File: src/rtl/nanp_pkg.sv
package nanp_pkg;

  typedef enum logic [1:0] {
    POL_ORDERED   = 2'd0,
    POL_FIRST     = 2'd1,
    POL_MAGNITUDE = 2'd2,
    POL_SPARE     = 2'd3
  } nan_policy_e;

  typedef struct packed {
    logic any;
    logic quiet;
    logic sig;
  } nan_cls_t;

endpackage

File: src/rtl/nanp_classify.sv
module nanp_classify
  import nanp_pkg::*;
#(
  parameter int EXP_W  = 8,
  parameter int FRAC_W = 23
) (
  input  logic [EXP_W+FRAC_W:0] word,
  input  logic                  snan_hi,
  output nan_cls_t              cls
);
  localparam int W = 1 + EXP_W + FRAC_W;

  function automatic nan_cls_t sort_word(input logic [W-1:0] w, input logic pol);
    nan_cls_t r;
    logic exp_ones, frac_nz, qbit_says_quiet;
    exp_ones        = &w[W-2:FRAC_W];
    frac_nz         = |w[FRAC_W-1:0];
    qbit_says_quiet = w[FRAC_W-1] ^ pol;
    r.any   = exp_ones & frac_nz;
    r.quiet = r.any & qbit_says_quiet;
    r.sig   = r.any & ~qbit_says_quiet;
    return r;
  endfunction

  assign cls = sort_word(word, snan_hi);

endmodule

File: src/rtl/nanp_chooser.sv
module nanp_chooser
  import nanp_pkg::*;
#(
  parameter int EXP_W  = 8,
  parameter int FRAC_W = 23
) (
  input  logic                  clk,
  input  logic                  rst_n,
  input  logic [EXP_W+FRAC_W:0] a,
  input  logic [EXP_W+FRAC_W:0] b,
  input  nan_cls_t              cls_a,
  input  nan_cls_t              cls_b,
  input  nan_policy_e           policy,
  output logic                  pick_b
);
  localparam int W = 1 + EXP_W + FRAC_W;

  logic [W-2:0] mag_a, mag_b;
  logic         mag_gt, mag_eq, a_larger;

  assign mag_a    = a[W-2:0];
  assign mag_b    = b[W-2:0];
  assign mag_gt   = mag_a > mag_b;
  assign mag_eq   = mag_a == mag_b;
  // equal magnitude: a's raw word is smaller only when a positive, b negative
  assign a_larger = mag_gt | (mag_eq & ~a[W-1] & b[W-1]);

  function automatic logic ordered_pick(input nan_cls_t ca, input nan_cls_t cb);
    if (ca.sig)        return 1'b0;
    else if (cb.sig)   return 1'b1;
    else if (ca.quiet) return 1'b0;
    else               return 1'b1;
  endfunction

  function automatic logic magnitude_pick(input nan_cls_t ca, input nan_cls_t cb,
                                          input logic a_big);
    if (ca.sig) begin
      if (cb.sig) return ~a_big;
      return cb.quiet;
    end else if (ca.quiet) begin
      if (cb.sig || !cb.quiet) return 1'b0;
      return ~a_big;
    end
    return 1'b1;
  endfunction

  always_comb begin
    case (policy)
      POL_FIRST:     pick_b = ~cls_a.any;
      POL_MAGNITUDE: pick_b = magnitude_pick(cls_a, cls_b, a_larger);
      POL_ORDERED,
      POL_SPARE:     pick_b = ordered_pick(cls_a, cls_b);
      default:       pick_b = ordered_pick(cls_a, cls_b);
    endcase
  end

  assert_ordered_bsig_R5: assert property (@(posedge clk) disable iff (!rst_n)
    (policy == POL_ORDERED && cls_b.sig && !cls_a.sig) |-> pick_b);

  assert_first_anyA_R6: assert property (@(posedge clk) disable iff (!rst_n)
    (policy == POL_FIRST && cls_a.any) |-> !pick_b);

  assert_mag_sq_R7: assert property (@(posedge clk) disable iff (!rst_n)
    (policy == POL_MAGNITUDE && cls_a.sig && cls_b.quiet) |-> pick_b);

  assert_mag_bigger_R8: assert property (@(posedge clk) disable iff (!rst_n)
    (policy == POL_MAGNITUDE && cls_a.quiet && cls_b.quiet && mag_a < mag_b) |-> pick_b);

  assert_mag_tie_R9: assert property (@(posedge clk) disable iff (!rst_n)
    (policy == POL_MAGNITUDE && cls_a.sig && cls_b.sig && a == b) |-> pick_b);

  assert_spare_aquiet_R11: assert property (@(posedge clk) disable iff (!rst_n)
    (policy == POL_SPARE && cls_a.quiet && !cls_b.sig) |-> !pick_b);

endmodule

File: src/rtl/nanp_quieter.sv
module nanp_quieter #(
  parameter int EXP_W  = 8,
  parameter int FRAC_W = 23
) (
  input  logic [EXP_W+FRAC_W:0] word,
  input  logic                  is_sig,
  input  logic                  snan_hi,
  output logic [EXP_W+FRAC_W:0] quiet_word,
  output logic [EXP_W+FRAC_W:0] dflt_word
);
  localparam int W = 1 + EXP_W + FRAC_W;
  localparam logic [FRAC_W-1:0] QBIT = {1'b1, {(FRAC_W-1){1'b0}}};

  function automatic logic [W-1:0] default_nan(input logic pol);
    logic [FRAC_W-1:0] frac;
    frac = pol ? ~QBIT : QBIT;
    return {1'b0, {EXP_W{1'b1}}, frac};
  endfunction

  function automatic logic [W-1:0] silence(input logic [W-1:0] w, input logic s,
                                           input logic pol);
    if (!s)  return w;
    if (pol) return default_nan(pol);
    return w | {{(EXP_W+1){1'b0}}, QBIT};
  endfunction

  assign dflt_word  = default_nan(snan_hi);
  assign quiet_word = silence(word, is_sig, snan_hi);

endmodule

File: src/rtl/nanp_select.sv
module nanp_select
  import nanp_pkg::*;
#(
  parameter int EXP_W  = 8,
  parameter int FRAC_W = 23
) (
  input  logic                  clk,
  input  logic                  rst_n,
  input  logic [EXP_W+FRAC_W:0] op_a,
  input  logic [EXP_W+FRAC_W:0] op_b,
  input  logic [1:0]            policy_sel,
  input  logic                  snan_hi,
  input  logic                  dflt_mode,
  output logic [EXP_W+FRAC_W:0] nan_out,
  output logic                  invalid_out
);
  localparam int W    = 1 + EXP_W + FRAC_W;
  localparam int NOPS = 2;

  logic [W-1:0] ops [NOPS];
  nan_cls_t     cls [NOPS];
  logic         pick_b;
  logic [W-1:0] chosen, quieted, dflt_word, next_out;
  logic         chosen_sig, raise_inv, nan_in;

  assign ops[0] = op_a;
  assign ops[1] = op_b;

  for (genvar g = 0; g < NOPS; g++) begin : g_cls
    nanp_classify #(.EXP_W(EXP_W), .FRAC_W(FRAC_W)) u_cls (
      .word    (ops[g]),
      .snan_hi (snan_hi),
      .cls     (cls[g])
    );
  end

  nanp_chooser #(.EXP_W(EXP_W), .FRAC_W(FRAC_W)) u_choose (
    .clk    (clk),
    .rst_n  (rst_n),
    .a      (op_a),
    .b      (op_b),
    .cls_a  (cls[0]),
    .cls_b  (cls[1]),
    .policy (nan_policy_e'(policy_sel)),
    .pick_b (pick_b)
  );

  assign chosen     = pick_b ? op_b : op_a;
  assign chosen_sig = pick_b ? cls[1].sig : cls[0].sig;
  assign raise_inv  = cls[0].sig | cls[1].sig;
  assign nan_in     = cls[0].any | cls[1].any;

  nanp_quieter #(.EXP_W(EXP_W), .FRAC_W(FRAC_W)) u_quiet (
    .word       (chosen),
    .is_sig     (chosen_sig),
    .snan_hi    (snan_hi),
    .quiet_word (quieted),
    .dflt_word  (dflt_word)
  );

  assign next_out = dflt_mode ? dflt_word : quieted;

  always_ff @(posedge clk or negedge rst_n) begin
    if (!rst_n) begin
      nan_out     <= '0;
      invalid_out <= 1'b0;
    end else begin
      nan_out     <= next_out;
      invalid_out <= raise_inv;
    end
  end

  assert_reset_clear_R1: assert property (@(posedge clk) disable iff (!rst_n)
    $rose(rst_n) |-> (nan_out == '0 && !invalid_out));

  assert_inv_set_R3: assert property (@(posedge clk) disable iff (!rst_n)
    (cls[0].sig || cls[1].sig) |=> invalid_out);

  assert_inv_clear_R3: assert property (@(posedge clk) disable iff (!rst_n)
    (!cls[0].sig && !cls[1].sig) |=> !invalid_out);

  assert_dflt_pol0_R4: assert property (@(posedge clk) disable iff (!rst_n)
    (dflt_mode && !snan_hi) |=> (nan_out == {1'b0, {EXP_W{1'b1}}, 1'b1, {(FRAC_W-1){1'b0}}}));

  assert_quiet_pol0_R10: assert property (@(posedge clk) disable iff (!rst_n)
    (!dflt_mode && !snan_hi && nan_in) |=> nan_out[FRAC_W-1]);

  assert_quiet_pol1_R10: assert property (@(posedge clk) disable iff (!rst_n)
    (!dflt_mode && snan_hi && nan_in) |=> !nan_out[FRAC_W-1]);

endmodule

File: config.mk
export PLATFORM = sky130hd
export DESIGN_NAME = nanp_select
export DESIGN_NICKNAME = d
export VERILOG_FILES = /design/src/rtl/nanp_pkg.sv /design/src/rtl/nanp_classify.sv /design/src/rtl/nanp_chooser.sv /design/src/rtl/nanp_quieter.sv /design/src/rtl/nanp_select.sv
export SDC_FILE = /design/constraint.sdc
export NUM_CORES = 1
export LEC_CHECK = 0
export BUFFER_PORTS_ARGS = -buffer_cell sky130_fd_sc_hd__buf_2
export CAP_MARGIN = 5
export CORE_UTILIZATION = 55
export CTS_CLUSTER_SIZE = 12
export DETAILED_ROUTE_END_ITERATION = 16
export PLACE_DENSITY_LB_ADDON = 0.05
export SLEW_MARGIN = 10
export SYNTH_ARGS = -nofsm -noshare
export SYNTH_HDL_FRONTEND = slang
export SYNTH_HIERARCHICAL = 1
export SYNTH_SLANG_ARGS = --single-unit
File: constraint.sdc
create_clock -name clk -period 0.8 [get_ports clk]
set_input_delay 0.08 -clock clk [delete_from_list [all_inputs] [get_ports clk]]
set_output_delay 0.08 -clock clk [all_outputs]
set_load 0.01 [all_outputs]
==> results.cfg <==
[power]
ir_drop_mv = 1.52
leakagePower_nw = 2.63
power.density_nw_per_um2 = 1220

[setup_path]
path_cells = buf_6, or4_4, nor2_4, a211oi_4, mux2i_1, buf_4, nor3_1, a31oi_1, a221oi_4, buf_4, buf_6, mux2_4, nand2b_1, mux2_4
cp_top_family = simple AND/OR/NAND/NOR gates
cp_slowest_cell = or4_4
critPathMaxFanout = 6
worstPathArrival_ns = 3.03
worstPathBufferInverterCount = 4
crit_path_end_kind = register
cp-start-kind = input port
cp_slowest_stage_delay_ns = 0.53
worst-setup-path-type = in -> reg
required_ns = 0.96

[final_layout]
fin_cells = 564
drive_gt1_frac = 0.585
n_fill_cell = 403
fin_nets = 591
synthToLayoutAreaGrowth_pct = 37.0
fin_area_sq_um = 4790
final-seq-area_sq_um = 826
multi_input_area_sq_um = 2380
finalCoreUtilization = 0.795
insertedDiodeCount = 0

[detailed_routing]
viasPerCell = 5.07
dr.pass1.iters = 4
ant_nets = 0
vias = 2860
drt-total-wl_mm = 8.49
routedWlPerCell_um = 15.0
drt_iter0_markers = 129
drc = 0

[place]
pre_cts_slack_ns = -2.36
post-dp-hpwl_mm = 6.80
place_congestion = 0.898
place_area_sq_um = 4450
place_inst = 551
port_buffers = 102

[floorplan]
rows = 28
die_w_um = 81.8
die_area_sq_um = 6680
io_pins = 103
design.core.area_sq_um = 6030
die_height_um = 81.8
start_util = 0.581

[global_route]
grt_pass1_vias = 2872
grt_usage = 0.264
grt_pass1_wl_mm = 13.4
overflow = 0
grt_max_degree = 34
antenna_found_initial = 0

[timing]
slew_viol_final = 0
hold_viol = 0
holdWs_ns = 0.239
fin_crit_sh = 3.58
min_period_ns = 2.87
worst_slack_ns = -2.07
max_freq_ghz = 0.349
rsz0062_at_grt = yes
setup_viol = 66

[run_status]
violations = setup timing
status = complete, but fails checks

[flow_run]
drv_cap = 0

[synthesis]
yosys_warnings = 6
syn_inst = 331
synth_area_per_cell_sq_um = 10.6
netlist_area_sq_um = 3500

[clock_tree]
cts_num_sinks = 33
cts_buffers = 5
cts_tree = done
h-tree-depth = 2
cts.path.max_buffers = 2
clkTransAtPathRegs_ns = 0.07
clockRootBuffer = clkbuf_8

[min_path]
hold_class = in -> reg
min_to = nan_out[8]$_DFF_PN0_
hold_depth = 4
hold_start = op_a[8]
per-layer routing:
| layer | up-vias | part of all wire | GRT usage |
|---|---|---|---|
| met5 | - | 0 | 0 |
| met4 | 0 | 0.017 | 0.0930 |
| met3 | 16 | 0.039 | 0.0311 |
| met2 | 72 | 0.49 | 0.459 |
| met1 | 1345 | 0.45 | 0.333 |
| li1 | 1427 | - | - |
cells in the final DEF (no fill, tap or decap), drive strengths merged, types with 3 or more instances in the layout:
cell type / instances
ha: 33
nor4: 7
nand2b: 31
or4: 4
a211oi: 8
conb: 9
nand4: 8
nor3: 5
a21oi: 12
nand2: 9
mux2: 66
o21ai: 3
inv: 37
buf: 183
and4: 3
nor2: 4
or2: 3
dfrtp: 33
clkbuf: 7
worst max path at each step:
stage,cells after the start,start,slack (ns),endpoint
finish,14,op_b[11],-2.07,nan_out[1]$_DFF_PN0_
global route,14,op_b[11],-2.19,nan_out[1]$_DFF_PN0_
CTS,14,op_b[11],-2.03,nan_out[9]$_DFF_PN0_
detailed placement,14,op_b[2],-2.36,nan_out[12]$_DFF_PN0_
global placement,14,op_b[0],-2.36,nan_out[19]$_DFF_PN0_
floorplan,13,op_b[2],-2.13,nan_out[22]$_DFF_PN0_
power breakdown:
group	switching (mW)	total, mW	internal [mW]
registers	0.0428	1.87	1.83
clock network	0.591	1.61	1.01
logic	0.976	2.37	1.39
what timing repair did:
action,4_1_cts,5_1_grt
setup endpoints to repair,66,66
cloned,2,0
hold endpoints to repair,33,0
pin swaps,7,1
setup buffers,2,0
hold buffers,1,0
gates resized for setup,27,6
sequential cells by signal, indices dropped and copies added (netlist names):
| register | cells |
|---|---|
| invalid_out | 1 |
| nan_out | 32 |
area by class of cell:
class                      count  share of cell area
timing repair buffer         184               0.259
tap                           75              0.0196
multi-input combinational    227               0.496
sequential                    33               0.172
clock inverter                 1             0.00627
clock buffer                   7              0.0180
inverter                      37              0.0290
per-stage QoR:
stage          total power [mW]  setup TNS, ns
5_1_grt                    6.17         -72.50
3_3_place_gp               4.06         -75.93
4_1_cts                    5.83         -66.31
3_5_place_dp               4.11         -75.89
6_report                   5.85         -66.94
2_1_floorplan              3.30         -66.67
(Power assumes the default switching activity.)
